<file path="config.mk">
export PLATFORM = sky130hd
export DESIGN_NAME = sar_conv_sequencer
export DESIGN_NICKNAME = d
export VERILOG_FILES = /design/src/rtl/sarseq_pkg.sv /design/src/rtl/sarseq_clkdiv.sv /design/src/rtl/sarseq_timer.sv /design/src/rtl/sarseq_accum.sv /design/src/rtl/sar_conv_sequencer.sv
export SDC_FILE = /design/constraint.sdc
export NUM_CORES = 1
export LEC_CHECK = 0
export BUFFER_PORTS_ARGS = -buffer_cell sky130_fd_sc_hd__buf_2
export CAP_MARGIN = 10
export CELL_PAD_IN_SITES_DETAIL_PLACEMENT = 1
export CELL_PAD_IN_SITES_GLOBAL_PLACEMENT = 1
export CORE_MARGIN = 2
export CORE_UTILIZATION = 44
export DETAILED_ROUTE_END_ITERATION = 16
export PLACE_DENSITY = 0.81
export SLEW_MARGIN = 5
export SYNTH_ARGS = -nofsm -noshare
export SYNTH_HDL_FRONTEND = slang
export SYNTH_SLANG_ARGS = --single-unit
export TNS_END_PERCENT = 5
</file>
<file path="constraint.sdc">
create_clock -name clk -period 3.7 [get_ports clk]
set_clock_uncertainty 0.15 [all_clocks]
set_input_delay 0.74 -clock clk [delete_from_list [all_inputs] [get_ports clk]]
set_output_delay 0.74 -clock clk [all_outputs]
set_load 0.05 [all_outputs]
</file>
<file path="src/rtl/sarseq_pkg.sv">
package sarseq_pkg;

  typedef struct packed {
    logic [1:0] div;
    logic [1:0] src;
    logic       long_en;
    logic [1:0] sts;
    logic       avg_en;
    logic [1:0] avg_num;
    logic [1:0] res;
  } seq_cfg_t;

  typedef enum logic [1:0] {ST_IDLE, ST_OVH, ST_SMP, ST_CNV} seq_state_t;

  // sampling-window length: short group 3..9 step 2, long group 13..25 step 4
  function automatic logic [4:0] adder_cycles(input logic long_en, input logic [1:0] sts);
    logic [4:0] s;
    s = {3'b000, sts};
    return long_en ? (5'd13 + (s << 2)) : (5'd3 + (s << 1));
  endfunction

  // log2 of the repetition count
  function automatic logic [2:0] avg_shift(input logic en, input logic [1:0] num);
    return en ? (3'd2 + {1'b0, num}) : 3'd0;
  endfunction

  // log2 of the total clock divide
  function automatic logic [2:0] div_shift(input logic [1:0] div, input logic [1:0] src);
    return {1'b0, div} + {2'b00, (src == 2'b01)};
  endfunction

endpackage

</file>
<file path="src/rtl/sarseq_clkdiv.sv">
module sarseq_clkdiv #(
  parameter int CNT_W = 4
) (
  input  logic       clk,
  input  logic       rst_n,
  input  logic       run,
  input  logic [2:0] shift,
  output logic       tick
);
  logic [CNT_W-1:0] cnt;
  logic [CNT_W-1:0] lim;

  assign lim  = ~({CNT_W{1'b1}} << shift);
  assign tick = run && (cnt == lim);

  always_ff @(posedge clk) begin
    if (!rst_n)             cnt <= '0;
    else if (!run || tick)  cnt <= '0;
    else                    cnt <= cnt + 1'b1;
  end

  // any divide above one leaves a gap after each tick
  p_tick_gap_r1: assert property (@(posedge clk) disable iff (!rst_n)
    (tick && shift != 3'd0) |=> !tick);

endmodule

</file>
<file path="src/rtl/sarseq_timer.sv">
module sarseq_timer import sarseq_pkg::*; #(
  parameter int OVH_CYC  = 6,
  parameter int BASE_CYC = 25,
  parameter int PH_W     = 5,
  parameter int IDX_W    = 5
) (
  input  logic            clk,
  input  logic            rst_n,
  input  logic            launch,
  input  logic            tick,
  input  logic [PH_W-1:0] adder_len,
  input  logic [2:0]      avg_log2,
  output logic            busy,
  output logic            sample_ph,
  output logic            convert_ph,
  output logic            capture,
  output logic            final_cap
);
  localparam logic [PH_W-1:0] OVH_LAST  = PH_W'(OVH_CYC - 1);
  localparam logic [PH_W-1:0] BASE_LAST = PH_W'(BASE_CYC - 1);

  seq_state_t        state;
  logic [PH_W-1:0]   ph;
  logic [IDX_W-1:0]  idx;
  logic [IDX_W-1:0]  idx_last;

  assign idx_last   = ~({IDX_W{1'b1}} << avg_log2);
  assign busy       = (state != ST_IDLE);
  assign sample_ph  = (state == ST_SMP);
  assign convert_ph = (state == ST_CNV);
  assign capture    = tick && (state == ST_CNV) && (ph == BASE_LAST);
  assign final_cap  = capture && (idx == idx_last);

  always_ff @(posedge clk) begin
    if (!rst_n) begin
      state <= ST_IDLE;
      ph    <= '0;
      idx   <= '0;
    end else if (launch) begin
      state <= ST_OVH;
      ph    <= '0;
      idx   <= '0;
    end else if (tick) begin
      case (state)
        ST_OVH: begin
          if (ph == OVH_LAST) begin state <= ST_SMP; ph <= '0; end
          else ph <= ph + 1'b1;
        end
        ST_SMP: begin
          if (ph == adder_len - 1'b1) begin state <= ST_CNV; ph <= '0; end
          else ph <= ph + 1'b1;
        end
        ST_CNV: begin
          if (ph == BASE_LAST) begin
            ph <= '0;
            if (idx == idx_last) state <= ST_IDLE;
            else begin idx <= idx + 1'b1; state <= ST_SMP; end
          end else ph <= ph + 1'b1;
        end
        default: state <= ST_IDLE;
      endcase
    end
  end

endmodule

</file>
<file path="src/rtl/sarseq_accum.sv">
module sarseq_accum #(
  parameter int DATA_W = 12,
  parameter int ACC_W  = 17
) (
  input  logic              clk,
  input  logic              rst_n,
  input  logic              launch,
  input  logic              capture,
  input  logic              final_cap,
  input  logic [DATA_W-1:0] sample_in,
  input  logic [1:0]        res,
  input  logic [2:0]        avg_log2,
  output logic [DATA_W-1:0] result,
  output logic              done
);
  logic [DATA_W-1:0] mask;
  logic [ACC_W-1:0]  acc;
  logic [ACC_W-1:0]  sum;

  always_comb begin
    case (res)
      2'b00:   mask = {DATA_W{1'b1}} >> 4;
      2'b01:   mask = {DATA_W{1'b1}} >> 2;
      default: mask = {DATA_W{1'b1}};
    endcase
  end

  assign sum = acc + ACC_W'(sample_in & mask);

  always_ff @(posedge clk) begin
    if (!rst_n) begin
      acc    <= '0;
      result <= '0;
      done   <= 1'b0;
    end else begin
      done <= 1'b0;
      if (launch) acc <= '0;
      else if (capture) begin
        if (final_cap) begin
          result <= DATA_W'(sum >> avg_log2);
          done   <= 1'b1;
        end else begin
          acc <= sum;
        end
      end
    end
  end

endmodule

</file>
<file path="src/rtl/sar_conv_sequencer.sv">
module sar_conv_sequencer import sarseq_pkg::*; #(
  parameter int DATA_W       = 12,
  parameter int OVH_CYC      = 6,
  parameter int BASE_CYC     = 25,
  parameter int AVG_LOG2_MAX = 5,
  parameter int DIV_LOG2_MAX = 4
) (
  input  logic              clk,
  input  logic              rst_n,
  input  logic              start,
  input  logic [1:0]        cfg_clk_div,
  input  logic [1:0]        cfg_clk_src,
  input  logic              cfg_long_smp,
  input  logic [1:0]        cfg_smp_time,
  input  logic              cfg_avg_en,
  input  logic [1:0]        cfg_avg_num,
  input  logic [1:0]        cfg_res_mode,
  input  logic [DATA_W-1:0] adc_data,
  output logic              busy,
  output logic              sample_ph,
  output logic              convert_ph,
  output logic [DATA_W-1:0] result,
  output logic              done
);
  localparam int ACC_W = DATA_W + AVG_LOG2_MAX;
  localparam int IDX_W = AVG_LOG2_MAX;
  localparam int PRE_W = DIV_LOG2_MAX;
  localparam int PH_W  = $clog2(BASE_CYC + 1);

  seq_cfg_t        cfg_in, cfg_q;
  logic            launch, tick, capture, final_cap;
  logic [2:0]      div_sh, avg_sh;
  logic [PH_W-1:0] adder_len;

  always_comb begin
    cfg_in.div     = cfg_clk_div;
    cfg_in.src     = cfg_clk_src;
    cfg_in.long_en = cfg_long_smp;
    cfg_in.sts     = cfg_smp_time;
    cfg_in.avg_en  = cfg_avg_en;
    cfg_in.avg_num = cfg_avg_num;
    cfg_in.res     = cfg_res_mode;
  end

  assign launch = start && !busy;

  always_ff @(posedge clk) begin
    if (!rst_n)      cfg_q <= '0;
    else if (launch) cfg_q <= cfg_in;
  end

  assign div_sh    = div_shift(cfg_q.div, cfg_q.src);
  assign avg_sh    = avg_shift(cfg_q.avg_en, cfg_q.avg_num);
  assign adder_len = PH_W'(adder_cycles(cfg_q.long_en, cfg_q.sts));

  sarseq_clkdiv #(.CNT_W(PRE_W)) u_div (
    .clk(clk), .rst_n(rst_n), .run(busy), .shift(div_sh), .tick(tick)
  );

  sarseq_timer #(.OVH_CYC(OVH_CYC), .BASE_CYC(BASE_CYC), .PH_W(PH_W), .IDX_W(IDX_W)) u_tmr (
    .clk(clk), .rst_n(rst_n), .launch(launch), .tick(tick),
    .adder_len(adder_len), .avg_log2(avg_sh),
    .busy(busy), .sample_ph(sample_ph), .convert_ph(convert_ph),
    .capture(capture), .final_cap(final_cap)
  );

  sarseq_accum #(.DATA_W(DATA_W), .ACC_W(ACC_W)) u_acc (
    .clk(clk), .rst_n(rst_n), .launch(launch), .capture(capture),
    .final_cap(final_cap), .sample_in(adc_data), .res(cfg_q.res),
    .avg_log2(avg_sh), .result(result), .done(done)
  );

  // completion is a single-cycle pulse
  p_done_pulse_r2: assert property (@(posedge clk) disable iff (!rst_n)
    done |=> !done);

  // completion always follows a conversion window
  p_done_after_cnv_r5: assert property (@(posedge clk) disable iff (!rst_n)
    done |-> $past(convert_ph));

  // captured configuration is frozen while a conversion runs
  p_cfg_frozen_r8: assert property (@(posedge clk) disable iff (!rst_n)
    (busy && $past(busy)) |-> $stable(cfg_q));

  // 8-bit mode never publishes upper bits
  p_res_masked_r6: assert property (@(posedge clk) disable iff (!rst_n)
    (done && cfg_q.res == 2'b00) |-> ((result >> (DATA_W - 4)) == '0));

endmodule

</file>
* After elaboration in Yosys (flattened, before gate mapping)
Cells that the tools add are included.
Storage, ports and cells: register bits after elaboration 58, output and inout port bits 16
Cells by class: $add $sub $neg 9, eq/ne operators 16, shift-type cells 3, multiplexer cells 15, bitwise operators 8, reduce and logical (&&, ||, !) cells 20
Operator list (number):
- $pmux W12 S2 | 1
- $mux W5 | 4
- $add A17 B17 Y17 | 1
- $shr A17 B3 Y12 | 1
- $pmux W5 S3 | 1
- $and A12 B12 Y12 | 1
- $reduce_and A4 Y1 | 3
- $add A5 B1 Y5 const B | 2
- $eq A5 B5 Y1 | 2
- $mux W2 | 4
- $eq A2 B1 Y1 const B | 3
- $ne A2 B1 Y1 const B | 3
- $ne A3 B1 Y1 const B | 2
- $pmux W2 S3 | 1
- $add A4 B4 Y5 const A | 1
- $eq A5 B3 Y1 const B | 1
- $eq A5 B5 Y1 const B | 1
- $logic_and A1 B1 Y1 | 5
- $not A1 Y1 | 5
- $not A5 Y5 | 1
- $shl A5 B3 Y5 const A | 1
- $sub A5 B1 Y5 const B | 1
- $add A2 B3 Y4 const A | 1
- $add A4 B1 Y4 const B | 1
- 18 further kinds | 24

* Longest topological paths before layout
depth in word-level cells 11, gate-level depth with buffers 13, depth with buffers taken out 12

* By module
From an unflattened synthesis, not the netlist that was laid out.
Second synthesis, totals: cell total of the unflattened synthesis 539, area, all modules 4401.7 µm²
Modules (own cells, without submodules):
- sarseq_accum | instances 1, cells an instance 325, area an instance 2572.5 µm², sequential area each 600.6 µm²
- sarseq_timer | instances 1, cells an instance 121, area an instance 972.2 µm², sequential area each 240.2 µm²
- sar_conv_sequencer | instances 1, cells an instance 69, area an instance 626.9 µm², sequential area each 240.2 µm²
- sarseq_clkdiv | instances 1, cells an instance 24, area an instance 230.2 µm², sequential area each 80.1 µm²

* Worst setup path before layout
Ideal clock, no wire load.
path type input to register, start in adc_data[10], end reg u_acc.result[10], arrival time 3.076 ns, path slack 0.382 ns, cell stages on the path 10, buffers on the path 0, cell sequence and2_1 -> ha_1 -> a21o_1 -> a2111o_1 -> nor3_1 -> nor3_1 -> xnor2_1 -> and2_1 -> o41a_1 -> o32ai_1
Between the ends: word-level cells in the longest chain between the ends 3
RTL lines:
- from (decl) | line sar_conv_sequencer.sv:18 | input logic [DATA_W-1:0] adc_data,
- $and A12 B12 Y12 | line sarseq_accum.sv:28 | assign sum = acc + ACC_W'(sample_in & mask);
- $add A17 B17 Y17 | line sarseq_accum.sv:28
- $shr A17 B3 Y12 | line sarseq_accum.sv:40 | result <= DATA_W'(sum >> avg_log2);
- to (signal assigned) | line sarseq_accum.sv:40
- to (decl) | line sarseq_accum.sv:13 | output logic [DATA_W-1:0] result,
No other way between the ends. A chain may end at the register's enable or synchronous reset.

* Final worst setup path
start reg cfg_q[8] in the netlist's numbering, end reg u_tmr.idx[3]
Between the ends: word-level cells in the longest chain between the ends 7
RTL lines:
- from (decl) | line sar_conv_sequencer.sv:30 | seq_cfg_t cfg_in, cfg_q;
- from (signal assigned) | line sar_conv_sequencer.sv:49 | else if (launch) cfg_q <= cfg_in;
- $eq A2 B1 Y1 | line sarseq_pkg.sv:29 | return {1'b0, div} + {2'b00, (src == 2'b01)};
- $add A2 B1 Y3 | line sarseq_pkg.sv:29
- $shl A4 B3 Y4 | line sarseq_clkdiv.sv:13 | assign lim = ~({CNT_W{1'b1}} << shift);
- $not A4 Y4 | line sarseq_clkdiv.sv:13
- $eq A4 B4 Y1 | line sarseq_clkdiv.sv:14 | assign tick = run && (cnt == lim);
- $logic_and A1 B1 Y1 | line sarseq_clkdiv.sv:14
- $reduce_and A4 Y1 (no line)
- to (signal assigned) | line sarseq_timer.sv:38 | idx <= '0;
- to (signal assigned) | line sarseq_timer.sv:42 | idx <= '0;
- to (signal assigned) | line sarseq_timer.sv:57 | else begin idx <= idx + 1'b1; state <= ST_SMP; end
- to (decl) | line sarseq_timer.sv:24 | logic [IDX_W-1:0] idx;
No other way between the ends.

==> results.py <==
metrics = {
    "die": {
        "rows": 34,
        "die_w_um": 97.28,
        "start_util": 0.4455,
        "die-height_um": 97.28,
        "core-area_um2": 8593,
        "die_area_um2": 9463,
        "ioPinCount": 43,
    },
    "clock_network": {
        "htreeDepth": 3,
        "clkLatencyLatePin_ns": 0.34,
        "root_buffer": "clkbuf_8",
        "cts_resized": 0,
        "cts_tree": "done",
        "post_cts_buffers": 0,
        "path_clk_slew_ns": 0.07,
        "holdBufCountCts": 0,
        "cts_inserted_buffers": 9,
        "clkSinkCount": 58,
        "clk_path_buf_depth": 2,
    },
    "synthesis": {
        "synth.avg_cell_area_um2": 7.846,
        "synth_seq_area_share": 0.3033,
        "synth_top_area_share": 0.3033,
        "synth_cell_type_count": 59,
        "netlist_top_cells_count": "71 x nand2_1, 58 x dfxtp_1, 53 x nor2_1",
        "synthCells": 488,
        "synth_nets": 538,
        "synth-edff-count": 0,
        "ys.warnings.count": 0,
        "synthTopCellsByArea": "dfxtp_1 30%, ha_1 7.2%, nand2_1 7.0%, a21oi_1 5.9%, nor2_1 5.2%",
        "ys_seq_elements": 58,
        "synth_flop_cell": "dfxtp_1",
        "async_flop_share": 0,
        "synthMostInstantiatedCell": "nand2_1",
        "synth_area_leader_cell": "dfxtp_1",
        "synth_area_um2": 3829,
    },
    "route": {
        "wl_per_cell_um": 17.16,
        "viasPerCell": 5.697,
        "routed_wl_mm": 10.93,
        "route.detailed.drc": 0,
        "first_iter_violations": 126,
        "first_pass_iters": 4,
        "antenna_left": 0,
        "vias": 3629,
    },
    "run": {
        "drv_cap": 0,
    },
    "sta": {
        "fin_tns_setup_ns": 0,
        "hold-worst-slack_ns": 0.3056,
        "max_freq_mhz": 293.1,
        "finalHoldViolations": 0,
        "rsz0062_at_grt": "false",
        "worst_slew_pin_slew_ns": 0.6706,
        "min_period_over_period": 0.9222,
        "drv_slew": 0,
        "relSlewSlack": 0.5495,
        "finalWorstSetupSlack_ns": 0.2877,
        "post-route-min-period_ns": 3.412,
        "setup_violations": 0,
    },
    "placed_design": {
        "pre_cts_ws_ns": 0.1255,
        "dp_hpwl_mm": 8.325,
        "gp_congestion": 0.9213,
        "port-buffer-count": 42,
    },
    "critical_path": {
        "endpoint": "u_tmr.idx[3]$_SDFFE_PP0P_",
        "setup.worst_path.end_class": "flip-flop",
        "crit_type": "flip-flop to flip-flop",
        "start_kind": "flip-flop",
        "cp.arrival_ns": 3.48,
        "worstPathRequired_ns": 3.76,
        "r2r_slack_ns": 0.29,
        "cp_max_fo": 10,
        "startpoint": "cfg_q[8]$_SDFFE_PN0P_",
        "crit_path_top_delay_cell": "a2111oi_2",
        "r2r_end": "u_tmr.idx[3]$_SDFFE_PP0P_",
        "path_delay_family": "simple AND/OR/NAND/NOR gates",
        "crit_buf_inv": 2,
        "r2r-start": "cfg_q[8]$_SDFFE_PN0P_",
        "crit_top_cell": "ha_1",
        "crit_chain": "nor2b_1 -> ha_1 -> inv_1 -> ha_1 -> nor4_2 -> nor2_1 -> a2111oi_2 -> nand3_1 -> nand2b_1 -> buf_4 -> o21ai_0 -> a21oi_1",
        "slowest_delay_ns": 0.59,
        "critical_path_depth": 12,
        "r2r_cells": 12,
    },
    "global_route": {
        "grt_pass1_vias": 3761,
        "antenna_found_initial": 0,
        "grt_pass1_wl_mm": 18.25,
        "overflow": 0,
        "grt_use_total": 0.2371,
        "grt_max_degree": 24,
    },
    "worst_hold_path": {
        "hp-class": "flip-flop to flip-flop",
    },
    "pwr": {
        "power_density_nw_per_um2": 329.7,
        "peakVddDrop_uv": 183.1,
        "p_leak_nw": 1.835,
    },
    "final_layout": {
        "syn_to_final_growth_pct": 13.27,
        "utilization": 0.5047,
        "diodes": 0,
        "fin_nets": 575,
        "drive_gt1_frac": 0.1607,
    },
    "outcome": {
        "run_status": "complete, no violations",
    },
}
cell families (layout without fill, tap and decap cells):
family / after synthesis / count (layout) / share of synthesized area
mux: 17 / 17 / 0.05523
simple gates: 189 / 189 / 0.2265
fa+ha+maj: 23 / 23 / 0.07712
compound gates: 123 / 123 / 0.2141
buf+inv: 46 / 87 / 0.05065
xor+xnor: 32 / 32 / 0.07320
flops: 58 / 58 / 0.3033
per-stage QoR:
stage                     power, mW  cell area (um^2)  instances
after floorplan              0.7815              3829        488
after global placement       0.8305              4134        622
after detailed placement     0.8396              4134        622
after CTS                     1.444              4337        637
after global routing          1.490              4337        637
final                         1.430              4337        637
flip-flops by register name, indices dropped and copies added, names as in the netlist:
register	flops
u_acc.done	1
u_tmr.state	2
u_tmr.ph	5
u_tmr.idx	5
u_acc.acc	17
u_acc.result	12
u_div.cnt	4
cfg_q	12
worst register-to-register path: cells and delay by family (launching register included):
kind | cells | cell delay (ns)
adder cells (fa/ha/maj) | 2 | 0.51
buffers and inverters | 2 | 0.35
flip-flops | 1 | 0.32
AND/OR/NAND/NOR | 5 | 1.06
AO/OA/AOI/OAI | 3 | 0.90
final cells by class:
type | count | area, um^2
Fill cell | 1094 | 4257
Multi-Input combinational cell | 384 | 2474
Sequential cell | 58 | 1161
Timing Repair Buffer | 53 | 292.8
Clock buffer | 11 | 151.4
Tap cell | 108 | 135.1
Inverter | 19 | 71.32
Clock inverter | 4 | 51.30
worst min path at each step:
stage	from	to	slack [ns]	cells past startpoint
2_1_floorplan	cfg_q[8]$_SDFFE_PN0P_	cfg_q[8]$_SDFFE_PN0P_	0.28	2
3_3_place_gp	cfg_q[8]$_SDFFE_PN0P_	cfg_q[8]$_SDFFE_PN0P_	0.29	2
3_5_place_dp	cfg_q[8]$_SDFFE_PN0P_	cfg_q[8]$_SDFFE_PN0P_	0.30	2
4_1_cts	cfg_q[8]$_SDFFE_PN0P_	cfg_q[8]$_SDFFE_PN0P_	0.31	2
5_1_grt	u_acc.acc[5]$_SDFFE_PP0P_	u_acc.acc[5]$_SDFFE_PP0P_	0.34	2
6_report	cfg_q[8]$_SDFFE_PN0P_	cfg_q[8]$_SDFFE_PN0P_	0.31	2
routing by layer:
metal	wire length (um)	vias up	track usage
met4	342	0	0.09615
met2	5460	64	0.4145
met3	407	28	0.05324
li1	-	1778	-
met5	0	-	0
met1	4723	1759	0.2813
cells in the final DEF, fill, tap and decap left out, types with 6 or more instances in the layout:
cell	n
buf_4	11
a21o_1	8
nand2_1	71
o211ai_1	8
inv_1	19
nor2_1	53
nand3_1	15
a211oi_1	9
a21oi_1	45
and2_1	9
ha_1	22
nor2b_1	6
mux2i_1	11
xnor2_1	17
buf_2	42
clkbuf_8	11
xor2_1	15
o21ai_0	17
nor3_1	8
dfxtp_1	58
power breakdown:
part	total, mW	internal, mW	switching (mW)
logic	0.172	0.0686	0.104
clock network	0.604	0.344	0.260
registers	0.654	0.635	0.0193
Note: power is estimated with default switching activity, not from simulation.
